--- config.mk ---
export PLATFORM = sky130hd
export DESIGN_NAME = obj_hash_unit
export DESIGN_NICKNAME = d
export VERILOG_FILES = /design/src/rtl/obj_hash_pkg.sv /design/src/rtl/hash_word_table.sv /design/src/rtl/hash_capture_stage.sv /design/src/rtl/hash_mix_stage.sv /design/src/rtl/obj_hash_unit.sv
export SDC_FILE = /design/constraint.sdc
export NUM_CORES = 1
export LEC_CHECK = 0
export BUFFER_PORTS_ARGS = -buffer_cell sky130_fd_sc_hd__buf_2
export CORE_ASPECT_RATIO = 1.2
export CORE_MARGIN = 2
export CORE_UTILIZATION = 32
export CTS_BUF_LIST = sky130_fd_sc_hd__clkbuf_16
export DETAILED_ROUTE_END_ITERATION = 8
export GPL_TIMING_DRIVEN = 1
export HOLD_SLACK_MARGIN = 0.02
export PLACE_DENSITY = 0.48
export SKIP_CTS_REPAIR_TIMING = 1
export SLEW_MARGIN = 20
export SYNTH_ARGS = -nofsm -noshare
export SYNTH_HDL_FRONTEND = slang
export SYNTH_SLANG_ARGS = --single-unit
--- constraint.sdc ---
create_clock -name clk -period 7 [get_ports clk]
set_input_delay 1.75 -clock clk [delete_from_list [all_inputs] [get_ports clk]]
set_output_delay 1.75 -clock clk [all_outputs]
set_load 0.05 [all_outputs]
--- src/rtl/obj_hash_pkg.sv ---
package obj_hash_pkg;
  localparam int unsigned DEF_REF_W   = 32;
  localparam int unsigned DEF_IDX_W   = 32;
  localparam int unsigned DEF_OFS_W   = 5;
  localparam int unsigned DEF_PLINE_W = 20;
  localparam int unsigned DEF_BANK_W  = 3;
  localparam int unsigned DEF_RETRY_W = 4;
  localparam int unsigned DEF_TBL_AW  = 4;
  localparam int unsigned DEF_WORD_W  = 32;
  localparam int unsigned SHL_A       = 3;
  localparam int unsigned SHL_B       = 9;
  localparam int unsigned SHR_A       = 6;
  localparam logic [31:0] RETRY_ODD_K = 32'h2545_F491;
  localparam logic [31:0] TBL_SEED_K  = 32'h9E37_79B9;
endpackage

--- src/rtl/hash_word_table.sv ---
module hash_word_table #(
  parameter int unsigned AW     = 4,
  parameter int unsigned WORD_W = 32,
  parameter logic [31:0] SEED   = 32'h9E37_79B9
) (
  input  logic              clk,
  input  logic              rst_n,
  input  logic              wr_en,
  input  logic [AW-1:0]     wr_addr,
  input  logic [WORD_W-1:0] wr_data,
  input  logic [AW-1:0]     rd_addr,
  output logic [WORD_W-1:0] rd_data
);
  localparam int unsigned DEPTH = 1 << AW;

  logic [WORD_W-1:0] entry [DEPTH];

  function automatic logic [WORD_W-1:0] seed_word(input int unsigned slot);
    logic [31:0] prod;
    prod = 32'(slot + 1) * SEED;
    return WORD_W'(prod);
  endfunction

  for (genvar e = 0; e < DEPTH; e++) begin : g_entry
    always_ff @(posedge clk or negedge rst_n) begin
      if (!rst_n)
        entry[e] <= seed_word(e);
      else if (wr_en && (wr_addr == AW'(e)))
        entry[e] <= wr_data;
    end
  end

  assign rd_data = entry[rd_addr];
endmodule

--- src/rtl/hash_capture_stage.sv ---
module hash_capture_stage #(
  parameter int unsigned REF_W   = 32,
  parameter int unsigned LINE_W  = 27,
  parameter int unsigned OFS_W   = 5,
  parameter int unsigned RETRY_W = 4,
  parameter int unsigned WORD_W  = 32
) (
  input  logic               clk,
  input  logic               rst_n,
  input  logic               in_valid,
  input  logic [REF_W-1:0]   in_ref,
  input  logic [LINE_W-1:0]  in_line,
  input  logic [OFS_W-1:0]   in_ofs,
  input  logic [RETRY_W-1:0] in_retry,
  input  logic [WORD_W-1:0]  in_word,
  output logic               q_valid,
  output logic [REF_W-1:0]   q_ref,
  output logic [LINE_W-1:0]  q_line,
  output logic [OFS_W-1:0]   q_ofs,
  output logic [RETRY_W-1:0] q_retry,
  output logic [WORD_W-1:0]  q_word
);
  always_ff @(posedge clk or negedge rst_n) begin
    if (!rst_n) begin
      q_valid <= 1'b0;
      q_ref   <= '0;
      q_line  <= '0;
      q_ofs   <= '0;
      q_retry <= '0;
      q_word  <= '0;
    end else begin
      q_valid <= in_valid;
      q_ref   <= in_ref;
      q_line  <= in_line;
      q_ofs   <= in_ofs;
      q_retry <= in_retry;
      q_word  <= in_word;
    end
  end
endmodule

--- src/rtl/hash_mix_stage.sv ---
module hash_mix_stage
  import obj_hash_pkg::*;
#(
  parameter int unsigned REF_W   = 32,
  parameter int unsigned LINE_W  = 27,
  parameter int unsigned OFS_W   = 5,
  parameter int unsigned RETRY_W = 4,
  parameter int unsigned WORD_W  = 32,
  parameter int unsigned PLINE_W = 20,
  parameter int unsigned BANK_W  = 3
) (
  input  logic                     clk,
  input  logic                     rst_n,
  input  logic                     s_valid,
  input  logic [REF_W-1:0]         s_ref,
  input  logic [LINE_W-1:0]        s_line,
  input  logic [OFS_W-1:0]         s_ofs,
  input  logic [RETRY_W-1:0]       s_retry,
  input  logic [WORD_W-1:0]        s_word,
  output logic                     o_valid,
  output logic [PLINE_W+OFS_W-1:0] o_paddr,
  output logic [BANK_W-1:0]        o_bank
);
  function automatic logic [LINE_W-1:0] rev_line(input logic [LINE_W-1:0] v);
    logic [LINE_W-1:0] r;
    for (int i = 0; i < LINE_W; i++) r[LINE_W-1-i] = v[i];
    return r;
  endfunction

  function automatic logic [LINE_W-1:0] fold_ref(input logic [REF_W-1:0] v);
    logic [LINE_W-1:0] r;
    r = '0;
    for (int i = 0; i < REF_W; i++) r[i % LINE_W] ^= v[i];
    return r;
  endfunction

  function automatic logic [LINE_W-1:0] fold_word(input logic [WORD_W-1:0] v);
    logic [LINE_W-1:0] r;
    r = '0;
    for (int i = 0; i < WORD_W; i++) r[i % LINE_W] ^= v[i];
    return r;
  endfunction

  function automatic logic [LINE_W-1:0] retry_mix(input logic [RETRY_W-1:0] c);
    logic [LINE_W-1:0] k;
    k = LINE_W'(RETRY_ODD_K);
    return LINE_W'(LINE_W'(c) * k);
  endfunction

  function automatic logic [PLINE_W-1:0] fold_pline(input logic [LINE_W-1:0] h);
    logic [PLINE_W-1:0] p;
    p = '0;
    for (int i = 0; i < LINE_W; i++) p[i % PLINE_W] ^= h[i];
    return p;
  endfunction

  function automatic logic [LINE_W-1:0] line_hash(
    input logic [LINE_W-1:0]  ln,
    input logic [REF_W-1:0]   rf,
    input logic [WORD_W-1:0]  wd,
    input logic [RETRY_W-1:0] rt
  );
    logic [LINE_W-1:0] sa, sb, sc;
    sa = ln << SHL_A;
    sb = ln << SHL_B;
    sc = ln >> SHR_A;
    return ln ^ rev_line(ln) ^ sa ^ sb ^ sc ^ fold_ref(rf) ^ fold_word(wd) ^ retry_mix(rt);
  endfunction

  logic [PLINE_W-1:0] pline_next;
  assign pline_next = fold_pline(line_hash(s_line, s_ref, s_word, s_retry));

  always_ff @(posedge clk or negedge rst_n) begin
    if (!rst_n) begin
      o_valid <= 1'b0;
      o_paddr <= '0;
      o_bank  <= '0;
    end else begin
      o_valid <= s_valid;
      o_paddr <= {pline_next, s_ofs};
      o_bank  <= pline_next[BANK_W-1:0];
    end
  end
endmodule

--- src/rtl/obj_hash_unit.sv ---
module obj_hash_unit
  import obj_hash_pkg::*;
#(
  parameter int unsigned REF_W   = DEF_REF_W,
  parameter int unsigned IDX_W   = DEF_IDX_W,
  parameter int unsigned OFS_W   = DEF_OFS_W,
  parameter int unsigned PLINE_W = DEF_PLINE_W,
  parameter int unsigned BANK_W  = DEF_BANK_W,
  parameter int unsigned RETRY_W = DEF_RETRY_W,
  parameter int unsigned TBL_AW  = DEF_TBL_AW,
  parameter int unsigned WORD_W  = DEF_WORD_W,
  localparam int unsigned LINE_W  = IDX_W - OFS_W,
  localparam int unsigned PADDR_W = PLINE_W + OFS_W
) (
  input  logic               clk,
  input  logic               rst_n,
  input  logic               req_valid,
  input  logic [REF_W-1:0]   req_ref,
  input  logic [IDX_W-1:0]   req_index,
  input  logic [RETRY_W-1:0] req_retry,
  input  logic               tbl_we,
  input  logic [TBL_AW-1:0]  tbl_addr,
  input  logic [WORD_W-1:0]  tbl_data,
  output logic               rsp_valid,
  output logic [PADDR_W-1:0] rsp_paddr,
  output logic [BANK_W-1:0]  rsp_bank
);
  logic [LINE_W-1:0]  req_line;
  logic [OFS_W-1:0]   req_ofs;
  logic [WORD_W-1:0]  tbl_word;

  logic               s1_valid;
  logic [REF_W-1:0]   s1_ref;
  logic [LINE_W-1:0]  s1_line;
  logic [OFS_W-1:0]   s1_ofs;
  logic [RETRY_W-1:0] s1_retry;
  logic [WORD_W-1:0]  s1_word;

  assign req_line = req_index[IDX_W-1:OFS_W];
  assign req_ofs  = req_index[OFS_W-1:0];

  hash_word_table #(
    .AW(TBL_AW), .WORD_W(WORD_W), .SEED(TBL_SEED_K)
  ) u_table (
    .clk(clk), .rst_n(rst_n),
    .wr_en(tbl_we), .wr_addr(tbl_addr), .wr_data(tbl_data),
    .rd_addr(req_line[TBL_AW-1:0]), .rd_data(tbl_word)
  );

  hash_capture_stage #(
    .REF_W(REF_W), .LINE_W(LINE_W), .OFS_W(OFS_W),
    .RETRY_W(RETRY_W), .WORD_W(WORD_W)
  ) u_capture (
    .clk(clk), .rst_n(rst_n),
    .in_valid(req_valid), .in_ref(req_ref), .in_line(req_line),
    .in_ofs(req_ofs), .in_retry(req_retry), .in_word(tbl_word),
    .q_valid(s1_valid), .q_ref(s1_ref), .q_line(s1_line),
    .q_ofs(s1_ofs), .q_retry(s1_retry), .q_word(s1_word)
  );

  hash_mix_stage #(
    .REF_W(REF_W), .LINE_W(LINE_W), .OFS_W(OFS_W), .RETRY_W(RETRY_W),
    .WORD_W(WORD_W), .PLINE_W(PLINE_W), .BANK_W(BANK_W)
  ) u_mix (
    .clk(clk), .rst_n(rst_n),
    .s_valid(s1_valid), .s_ref(s1_ref), .s_line(s1_line),
    .s_ofs(s1_ofs), .s_retry(s1_retry), .s_word(s1_word),
    .o_valid(rsp_valid), .o_paddr(rsp_paddr), .o_bank(rsp_bank)
  );
endmodule

==> metrics, run 1 <==
total gr overflow 0; number of antenna violations at the first check in global routing 14; post-synthesis average cell area 16.9 sq um; Final Power 11.2 mW; setup violators final 0; Synth Net Count 1,840; post-DP HPWL 43,700 microns; total power per unit cell area 341 nW/um^2; Unique masters post-synth 44; final routed wire length divided by cell count 24.9 microns; post-place setup slack 2.69 ns; area delta synth->final 14.2%; die span in x 278 microns; CTS tree built; number of nets in the layout 1,952; origin of the critical flop-to-flop path u_capture.q_retry[2]; antenna-violating nets left 0; Post-Syn Area 28,800 sq um; Hold Path Origin u_capture.q_ofs[2]; Fin Hold WS 0.347 ns; primary flip-flop cell chosen by synthesis mapping sky130_fd_sc_hd__dfrtp_1; Post-Route Utilization 0.369; drt via density 4.99; Worst Max-Slew Pin Slew 1.02 ns; via count of the first global-routing pass 16,993; status complete, no violations; met3 layer wire length in the routed design 2940 microns; wire length of the first global-routing pass 115,000 microns; final clock skew 0.0111 ns; warning count from the yosys run 0; DR top layer met5; post-route design area 32,900 sq um; maximum clock path buffer count 3; min Tclk post-route 4.00 ns; maximum vdd drop 0.170 mV; GRT Resource Usage Total 0.167; clock latency on the worst-skew pair 0.61 ns; number of non-filler instances in the completed layout 3,035; PnR worst setup slack 3.00 ns; DRC violations left 0; Sinks on Clock Net 639; worst-path cell with the longest stage delay sky130_fd_sc_hd__fa_1; XOR/XNOR Fraction of Synth Area 0.0514; post-route clock period utilization 0.572; Clock transition at path regs 0.06 ns; buffers plus inverters on the worst setup path 2; endpoint arrival time on the critical path 4.47 ns; number of enable flip-flop cells after synthesis 0; sort of element at the end of the critical path flip-flop; sequential area share after synthesis 0.566; max-cap check violation count 0; synthesized-area fraction occupied by and/or/nand/nor cells 0.00751; Compound-Gate Fraction of Synth Area 0.00617; die height 333 microns; static leakage power 13.5 nW; most common cell in the synthesized netlist sky130_fd_sc_hd__mux2_2; Mapped Cells 1,705; leading post-synthesis cells by instance count 500 x sky130_fd_sc_hd__mux2_2, 380 x sky130_fd_sc_hd__dfrtp_1, 259 x sky130_fd_sc_hd__dfstp_2, 138 x sky130_fd_sc_hd__xnor2_1, 117 x sky130_fd_sc_hd__mux4_2; detailed-routing iteration count for the pre-antenna-repair pass 4; # IOs 137; worst reg2reg setup slack 3.00 ns; delay of the slowest cell on the worst path 0.67 ns; clock tree root driver cell sky130_fd_sc_hd__clkbuf_16; top-area cell type share of the netlist area 0.330; DRC marker count from the first detailed-route iteration 741; data required time of the worst path 7.47 ns; routability-driven placement congestion ratio 0.796; mux cell area share after synthesis 0.331; final number of max-transition violations 0; number of standard-cell rows in the floorplan 120; core box area 89,200 sq um; WS Path Type flip-flop to flip-flop; main combinational cell family by area after synthesis multiplexers; top cells by area, synth sky130_fd_sc_hd__dfrtp_1 33%, sky130_fd_sc_hd__dfstp_2 24%, sky130_fd_sc_hd__mux2_2 20%; initial cell density of the core 0.323; cells along the critical path fa_1 -> inv_1 -> fa_1 -> inv_1 -> ha_1 -> and2_1 -> or4_1 -> a31oi_1 -> o22ai_1 -> xnor2_1; Die ar. 92,400 sq um; Hold/Removal Path Class flip-flop to flip-flop; upper clock frequency limit 0.250 GHz; hold violation total from the final report 0; post-synthesis adder-cell area fraction 0.0133; IO buf count 136; largest net degree at the start of global routing 143; number of placed cells counting well taps 2,902; H-Tree Level Count 3; critical path startpoint u_capture.q_retry[2]; met2 wirelength from detailed routing 38,500 microns; synthesis-stage register bit count 639; cell class contributing the biggest share of worst-path delay adder cells; startpoint type of the worst setup path flip-flop; ratio of cells with drive above 1 in the final layout 0.614; RSZ-0062 raised after global routing false; TritonCTS buffer count 72; Post-synth ARST share 1.00; biggest fanout along the worst timing path 9; Placement Cell Area 30,600 sq um; final setup TNS 0 ns; post-route met1 wirelength 32,500 microns; most area-hungry cell type in the Yosys netlist sky130_fd_sc_hd__dfrtp_1; DR vias 15,130; final wirelength 75,400 microns; Max-slew headroom 0.318
[registers in the layout, indices dropped and copies added (netlist names), 2 cells and up]
register and count:
u_table.entry 512, u_capture.q_ref 32, u_capture.q_word 32, u_capture.q_line 27
u_mix.o_paddr 23, u_capture.q_ofs 5, u_capture.q_retry 4, u_mix.o_bank 2
[where the power goes]
group          internal [mW]  leakage, nW  switching, mW
Sequential              4.78         7.32          0.421
Clock                   2.07         1.18           1.52
Combinational           1.30         4.97           1.12
Total                   8.15         13.5           3.06
[cell usage in the layout, fill, tap and decap left out, types with 26 or more instances in the layout]
cell type | synthesis | final
sky130_fd_sc_hd__mux2_2 | 500 | 500
sky130_fd_sc_hd__dfrtp_1 | 380 | 380
sky130_fd_sc_hd__dfstp_2 | 259 | 259
sky130_fd_sc_hd__xnor2_1 | 138 | 138
sky130_fd_sc_hd__buf_2 | 47 | 132
sky130_fd_sc_hd__mux4_2 | 117 | 117
sky130_fd_sc_hd__clkbuf_16 | 0 | 76
sky130_fd_sc_hd__mux4_1 | 43 | 43
sky130_fd_sc_hd__inv_1 | 7 | 29
sky130_fd_sc_hd__xor2_1 | 26 | 26
[cell type report]
cell class	count	area, sq um
well taps	1159	1450
fillers	8371	56300
repair buffers	164	981
diodes	1	2.50
inverters	7	26.3
clock inverters	56	329
flip-flops and latches	639	16300
multi-input cells	933	11900
clock buffers	76	1900
[routing by layer]
metal	track usage	vias up
met5	0	-
met4	0.0453	14
met3	0.0307	99
met2	0.289	286
met1	0.213	8259
li1	-	6472
[path summary, 6_finish.rpt]
| check | end | cells past startpoint |
|---|---|---|
| max in group asynchronous | u_capture.q_line[12] | 2 |
| hold reg to reg | u_mix.o_paddr[2] | 0 |
| setup / recovery | u_mix.o_paddr[9] | 10 |
| setup reg to reg | u_mix.o_paddr[9] | 10 |
| min in group asynchronous | u_table.entry[71] | 1 |
| hold / removal | u_mix.o_paddr[2] | 0 |
[logic make-up after synthesis]
| logic type | after synthesis |
|---|---|
| AO/OA/AOI/OAI | 25 |
| XOR/XNOR | 166 |
| adder cells (fa/ha/maj) | 27 |
| buffers and inverters | 133 |
| flip-flops | 639 |
| multiplexers | 672 |
| AND/OR/NAND/NOR | 43 |
(Power assumes the default switching activity.)
==> inputs of run 2 (changes only) <==
- PLACE_DENSITY: 0.48 -> 0.5
- clock period: 7 -> 3.6 ns (I/O delays scaled with it)
==> metrics, run 2 (synthesized netlist as in run 1, its figures left out) <==
status complete, no violations; critical path startpoint u_capture.q_retry[1]; switching part of the total 0.273; area delta synth->final 15.6%; drt via density 4.97; Clock transition at path regs 0.06 ns; detailed-routing iteration count for the pre-antenna-repair pass 6; CTS tree built; number of non-filler instances in the completed layout 3,049; RSZ-0062 raised after global routing false; DRC marker count from the first detailed-route iteration 677; most used cells in the layout excluding fill and tap cells 500 x sky130_fd_sc_hd__mux2_2, 380 x sky130_fd_sc_hd__dfrtp_1, 259 x sky130_fd_sc_hd__dfstp_2; part of the total power dissipated in sequential elements 0.462; min Tclk post-route 3.40 ns; IO buf count 136; number of cells on the worst reg-to-reg path 10; WS Path Type flip-flop to flip-flop; Worst Max-Slew Pin Slew 0.842 ns; origin of the critical flop-to-flop path u_capture.q_retry[1]; maximum vdd drop 0.293 mV; number of nets in the layout 1,968; fraction of power consumed by the clock network 0.319; # IOs 137; sort of element at the end of the critical path flip-flop; endpoint arrival time on the critical path 3.87 ns; cells along the critical path fa_1 -> inv_1 -> fa_1 -> inv_1 -> ha_1 -> and2_1 -> or4_1 -> a31oi_1 -> o21bai_1 -> xor2_1; final routed wire length divided by cell count 24.5 microns; startpoint type of the worst setup path flip-flop; die span in x 278 microns; delay of the slowest cell on the worst path 0.61 ns; core box area 89,200 sq um; most flop-heavy register u_table.entry; max-cap check violation count 0; hold violation total from the final report 0; Hold/Removal Path Class input port to async pin; upper clock frequency limit 0.294 GHz; TritonCTS buffer count 68; most common cell after layout, fill and taps aside sky130_fd_sc_hd__mux2_2; number of placed cells counting well taps 2,922; total gr overflow 0; post-DP HPWL 44,600 microns; initial cell density of the core 0.323; total power per unit cell area 655 nW/um^2; worst setup path endpoint u_mix.o_bank[0]; maximum clock path buffer count 3; ratio of cells with drive above 1 in the final layout 0.620; setup violators final 0; Max-slew headroom 0.439; number of standard-cell rows in the floorplan 120; Die ar. 92,400 sq um; final wirelength 74,800 microns; H-Tree Level Count 3; number of flip-flops under the largest register name 512; DRC violations left 0; clock latency on the worst-skew pair 0.62 ns; final setup TNS 0 ns; final clock skew 0.0265 ns; Sinks on Clock Net 639; wire length of the first global-routing pass 114,000 microns; number of antenna violations at the first check in global routing 13; biggest fanout along the worst timing path 5; worst reg2reg setup slack 0.20 ns; worst-path cell with the longest stage delay sky130_fd_sc_hd__fa_1; largest net degree at the start of global routing 113; NetSw 5.96 mW; DR vias 15,156; static leakage power 13.6 nW; Top Registers u_table.entry: 512 flops, u_capture.q_ref: 32 flops, u_capture.q_word: 32 flops; antenna-violating nets left 0; part of the total power dissipated in combinational logic 0.219; GRT Resource Usage Total 0.165; data required time of the worst path 4.08 ns; via count of the first global-routing pass 17,047; die height 333 microns; clock tree root driver cell sky130_fd_sc_hd__clkbuf_16; internal cell power 15.9 mW; routability-driven placement congestion ratio 0.838; final number of max-transition violations 0; post-route clock period utilization 0.943; Reg-to-Reg End u_mix.o_bank[0]
run 2: cell count changes in the layout (fill, tap and decap cells not counted):
cell / delta
sky130_fd_sc_hd__clkinv_2: -2
sky130_fd_sc_hd__clkinv_1: -6
sky130_fd_sc_hd__clkinv_8: +1
sky130_fd_sc_hd__inv_6: +2
sky130_fd_sc_hd__buf_4: -4
sky130_fd_sc_hd__bufinv_16: +3
sky130_fd_sc_hd__buf_12: +25
sky130_fd_sc_hd__buf_6: -1
sky130_fd_sc_hd__clkbuf_16: -5
sky130_fd_sc_hd__diode_2: +1
run 2: per-stage QoR:
step / hold slack [ns] / utilization / power [mW] / setup WS [ns] / area, sq um
2_1_floorplan: 0.331 / - / 13.6 / 0.307 / 28800
3_3_place_gp: 0.333 / 0.349 / 14.9 / 0.171 / 31100
3_5_place_dp: 0.340 / 0.349 / 15.1 / 0.206 / 31100
4_1_cts: 0.209 / 0.373 / 22.2 / 0.203 / 33300
5_1_grt: 0.229 / 0.373 / 23.0 / 0.0327 / 33300
6_report: 0.221 / 0.373 / 21.8 / 0.204 / 33300
run 2: worst min path at each step:
stage                     cells past startpoint                  to                from  slack, ns
after detailed placement                      0    u_mix.o_paddr[3]  u_capture.q_ofs[3]       0.34
final                                         1  u_table.entry[202]               rst_n       0.22
after global routing                          1  u_table.entry[425]               rst_n       0.23
after floorplan                               0    u_mix.o_paddr[0]  u_capture.q_ofs[0]       0.33
after CTS                                     1  u_table.entry[260]               rst_n       0.21
after global placement                        0    u_mix.o_paddr[3]  u_capture.q_ofs[3]       0.33
run 2: critical path: cells and delay by family, from the launching register on:
kind	cells	cell delay (ns)
adders and majority gates	3	1.43
and+or+nand+nor	2	0.60
AOI/OAI and AO/OA	2	0.53
DFF	1	0.40
xor gates and xnor gates	1	0.16
buffers and inverters	2	0.14
run 2: area by class of cell:
cell class	count	area [sq um]
Antenna cell	2	5.00
Clock buffer	71	1780
Clock inverter	54	420
Fill cell	8343	55900
Inverter	7	26.3
Multi-Input combinational cell	933	11900
Sequential cell	639	16300
Tap cell	1159	1450
Timing Repair Buffer	184	1440
run 2: power groups by stage:
stage,Combinational (mW),Sequential (mW),Clock (mW)
CTS,4.87,10.1,7.23
finish,4.78,10.1,6.97
global route,5.15,10.3,7.52
floorplan,3.31,10.3,0
global placement,4.76,10.1,0
detailed placement,4.86,10.2,0
run 2: layer usage:
layer,routed length [microns],up-vias,part of all wire,global-route usage
met5,63,-,0.00084,0
met2,36700,274,0.49,0.276
met1,33600,8234,0.45,0.219
met4,1890,12,0.025,0.0539
met3,2590,122,0.035,0.0270
li1,-,6514,-,-
==> inputs of run 3 (changes only) <==
- ABC_AREA: default -> 1
==> metrics, run 3 <==
largest net degree at the start of global routing 92; Mapped Cells 3,208; filler cell count 9,412; most area-hungry cell type in the Yosys netlist sky130_fd_sc_hd__dfrtp_1; Top Registers u_table.entry: 512 flops, u_capture.q_ref: 32 flops, u_capture.q_word: 32 flops; max-cap check violation count 0; status complete, no violations; hold violation total from the final report 0; clock tree root driver cell sky130_fd_sc_hd__clkbuf_16; CTS tree built; final number of max-transition violations 0; initial cell density of the core 0.323; data required time of the worst path 4.12 ns; final wirelength 86,800 microns; Clock transition at path regs 0.06 ns; Post-Syn Area 29,800 sq um; Placement Cell Area 31,900 sq um; upper clock frequency limit 0.325 GHz; sequential area share after synthesis 0.548; WS Path Type flip-flop to flip-flop; top cells by area, synth sky130_fd_sc_hd__dfrtp_1 32%, sky130_fd_sc_hd__dfstp_2 23%, sky130_fd_sc_hd__o21ai_0 10%; sort of element at the end of the critical path flip-flop; number of enable flip-flop cells after synthesis 0; antenna-violating nets left 0; drt via density 4.81; Hold/Removal Path Class input port to async pin; number of cells on the worst reg-to-reg path 12; maximum vdd drop 0.284 mV; setup violators final 0; worst-path cell with the longest stage delay sky130_fd_sc_hd__fa_1; static leakage power 15.5 nW; delay of the slowest cell on the worst path 0.58 ns; # IOs 137; leading post-synthesis cells by instance count 719 x sky130_fd_sc_hd__nand2_1, 616 x sky130_fd_sc_hd__o21ai_0, 380 x sky130_fd_sc_hd__dfrtp_1, 259 x sky130_fd_sc_hd__dfstp_2, 250 x sky130_fd_sc_hd__inv_1; detailed-routing iteration count for the pre-antenna-repair pass 8; worst reg2reg setup slack 0.52 ns; TritonCTS buffer count 74; Die ar. 95,500 sq um; final routed wire length divided by cell count 19.0 microns; die span in x 282 microns; Sinks on Clock Net 639; biggest fanout along the worst timing path 6; RSZ-0062 raised after global routing false; most flop-heavy register u_table.entry; Fin Hold WS 0.248 ns; Synth Net Count 3,343; total power per unit cell area 614 nW/um^2; Reg-to-Reg End u_mix.o_paddr[9]; Post-Route Utilization 0.372; total gr overflow 0; post-synthesis average cell area 9.28 sq um; min Tclk post-route 3.08 ns; IO buf count 136; post-route design area 34,300 sq um; post-route clock period utilization 0.855; ratio of cells with drive above 1 in the final layout 0.179; area delta synth->final 15.1%; most used cells in the layout excluding fill and tap cells 717 x sky130_fd_sc_hd__nand2_1, 616 x sky130_fd_sc_hd__o21ai_0, 380 x sky130_fd_sc_hd__dfrtp_1; Post-synth ARST share 1.00; primary flip-flop cell chosen by synthesis mapping sky130_fd_sc_hd__dfrtp_1; most common cell in the synthesized netlist sky130_fd_sc_hd__nand2_1; maximum clock path buffer count 3; Unique masters post-synth 43; post-DP HPWL 53,100 microns; DRC marker count from the first detailed-route iteration 1,772; wire length of the first global-routing pass 136,000 microns; routability-driven placement congestion ratio 0.902; endpoint arrival time on the critical path 3.60 ns; final setup TNS 0 ns; number of standard-cell rows in the floorplan 122; clock latency on the worst-skew pair 0.63 ns; die height 338 microns; synthesis-stage register bit count 639; warning count from the yosys run 0; final clock skew 0.0317 ns; top-area cell type share of the netlist area 0.319; Worst Max-Slew Pin Slew 0.837 ns; startpoint type of the worst setup path flip-flop; GRT Resource Usage Total 0.184; core box area 92,200 sq um; via count of the first global-routing pass 22,209; number of nets in the layout 3,399; number of flip-flops under the largest register name 512; Max-slew headroom 0.442; DR vias 21,956; DRC violations left 0; H-Tree Level Count 3; number of antenna violations at the first check in global routing 8; most common cell after layout, fill and taps aside sky130_fd_sc_hd__nand2_1; origin of the critical flop-to-flop path u_capture.q_retry[3]; cells along the critical path fa_1 -> inv_1 -> fa_1 -> inv_1 -> ha_1 -> a21oi_1 -> nor2_1 -> o21ai_0 -> nand3_1 -> nand2_1 -> nand3b_1 -> nand2_1
[run 3: cell types whose count changed after synthesis, moves of 49 or more]
cell                       previous run  this run
sky130_fd_sc_hd__a21oi_1              5       135
sky130_fd_sc_hd__clkbuf_1            47       166
sky130_fd_sc_hd__inv_1                7       250
sky130_fd_sc_hd__mux2_2             500         0
sky130_fd_sc_hd__mux2i_1              0       128
sky130_fd_sc_hd__mux4_2             117         0
sky130_fd_sc_hd__nand2_1              8       719
sky130_fd_sc_hd__nand3_1              4        84
sky130_fd_sc_hd__o211ai_1             0       128
sky130_fd_sc_hd__o21ai_0              1       616
sky130_fd_sc_hd__o21ai_1              0        49
sky130_fd_sc_hd__xnor2_1            138        78
[run 3: area by class of cell]
class | count | area [sq um] | area share
flip-flops and latches | 639 | 16300 | 0.476
multi-input cells | 2086 | 11400 | 0.331
well taps | 1240 | 1550 | 0.0453
inverters | 252 | 948 | 0.0277
repair buffers | 211 | 1740 | 0.0509
clock inverters | 58 | 388 | 0.0113
clock buffers | 78 | 1950 | 0.0570
diodes | 1 | 2.50 | 0.0000731
[run 3: metrics by stage]
stage | worst slack, ns | power, mW | cells
3_3_place_gp | 0.565 | 13.8 | 4428
3_5_place_dp | 0.536 | 13.9 | 4428
2_1_floorplan | 0.709 | 12.6 | 3208
4_1_cts | 0.524 | 21.3 | 4564
6_report | 0.523 | 21.0 | 4565
5_1_grt | 0.220 | 22.3 | 4564
[run 3: worst max-delay path by stage]
stage	cells after the start	startpoint	end
global placement	15	u_capture.q_retry[3]	u_mix.o_paddr[7]
CTS	15	u_capture.q_retry[3]	u_mix.o_paddr[7]
finish	12	u_capture.q_retry[3]	u_mix.o_paddr[9]
detailed placement	15	u_capture.q_retry[3]	u_mix.o_paddr[7]
global route	16	u_capture.q_retry[3]	u_mix.o_paddr[7]
floorplan	14	u_capture.q_retry[2]	u_mix.o_paddr[10]
[run 3: cells by family (layout without fill, tap and decap cells)]
group                      after synthesis  count (layout)  synth area share
DFF                                    639             639             0.548
and+or+nand+nor                        857             857             0.115
muxes                                  128             128            0.0430
adders and majority gates               27              27            0.0129
buffers and inverters                  483             599            0.0710
other                                    0               1                 0
xor gates and xnor gates               139             139            0.0411
AOI/OAI and AO/OA                      935             935             0.169
[run 3: power by group]
part	internal (mW)	switching, mW	total (mW)
Sequential	9.02	0.694	9.72
Combinational	1.45	2.55	3.99
Clock	4.27	3.05	7.32
[run 3: layer usage]
metal  GRT usage  vias to the layer above  wire, microns
li1            -                    10695              -
met1       0.254                    10744          40600
met2       0.301                      410          41000
met3      0.0289                       97           3520
met4      0.0452                       10           1590
met5           0                        -             55
[run 3: worst max-delay path, delay by kind of cell, from the launching register on]
family | cells | cell delay [ns]
buffers and inverters | 2 | 0.14
adder cells (fa/ha/maj) | 3 | 1.38
AND/OR/NAND/NOR | 5 | 0.53
flip-flops | 1 | 0.47
AO/OA/AOI/OAI | 2 | 0.45
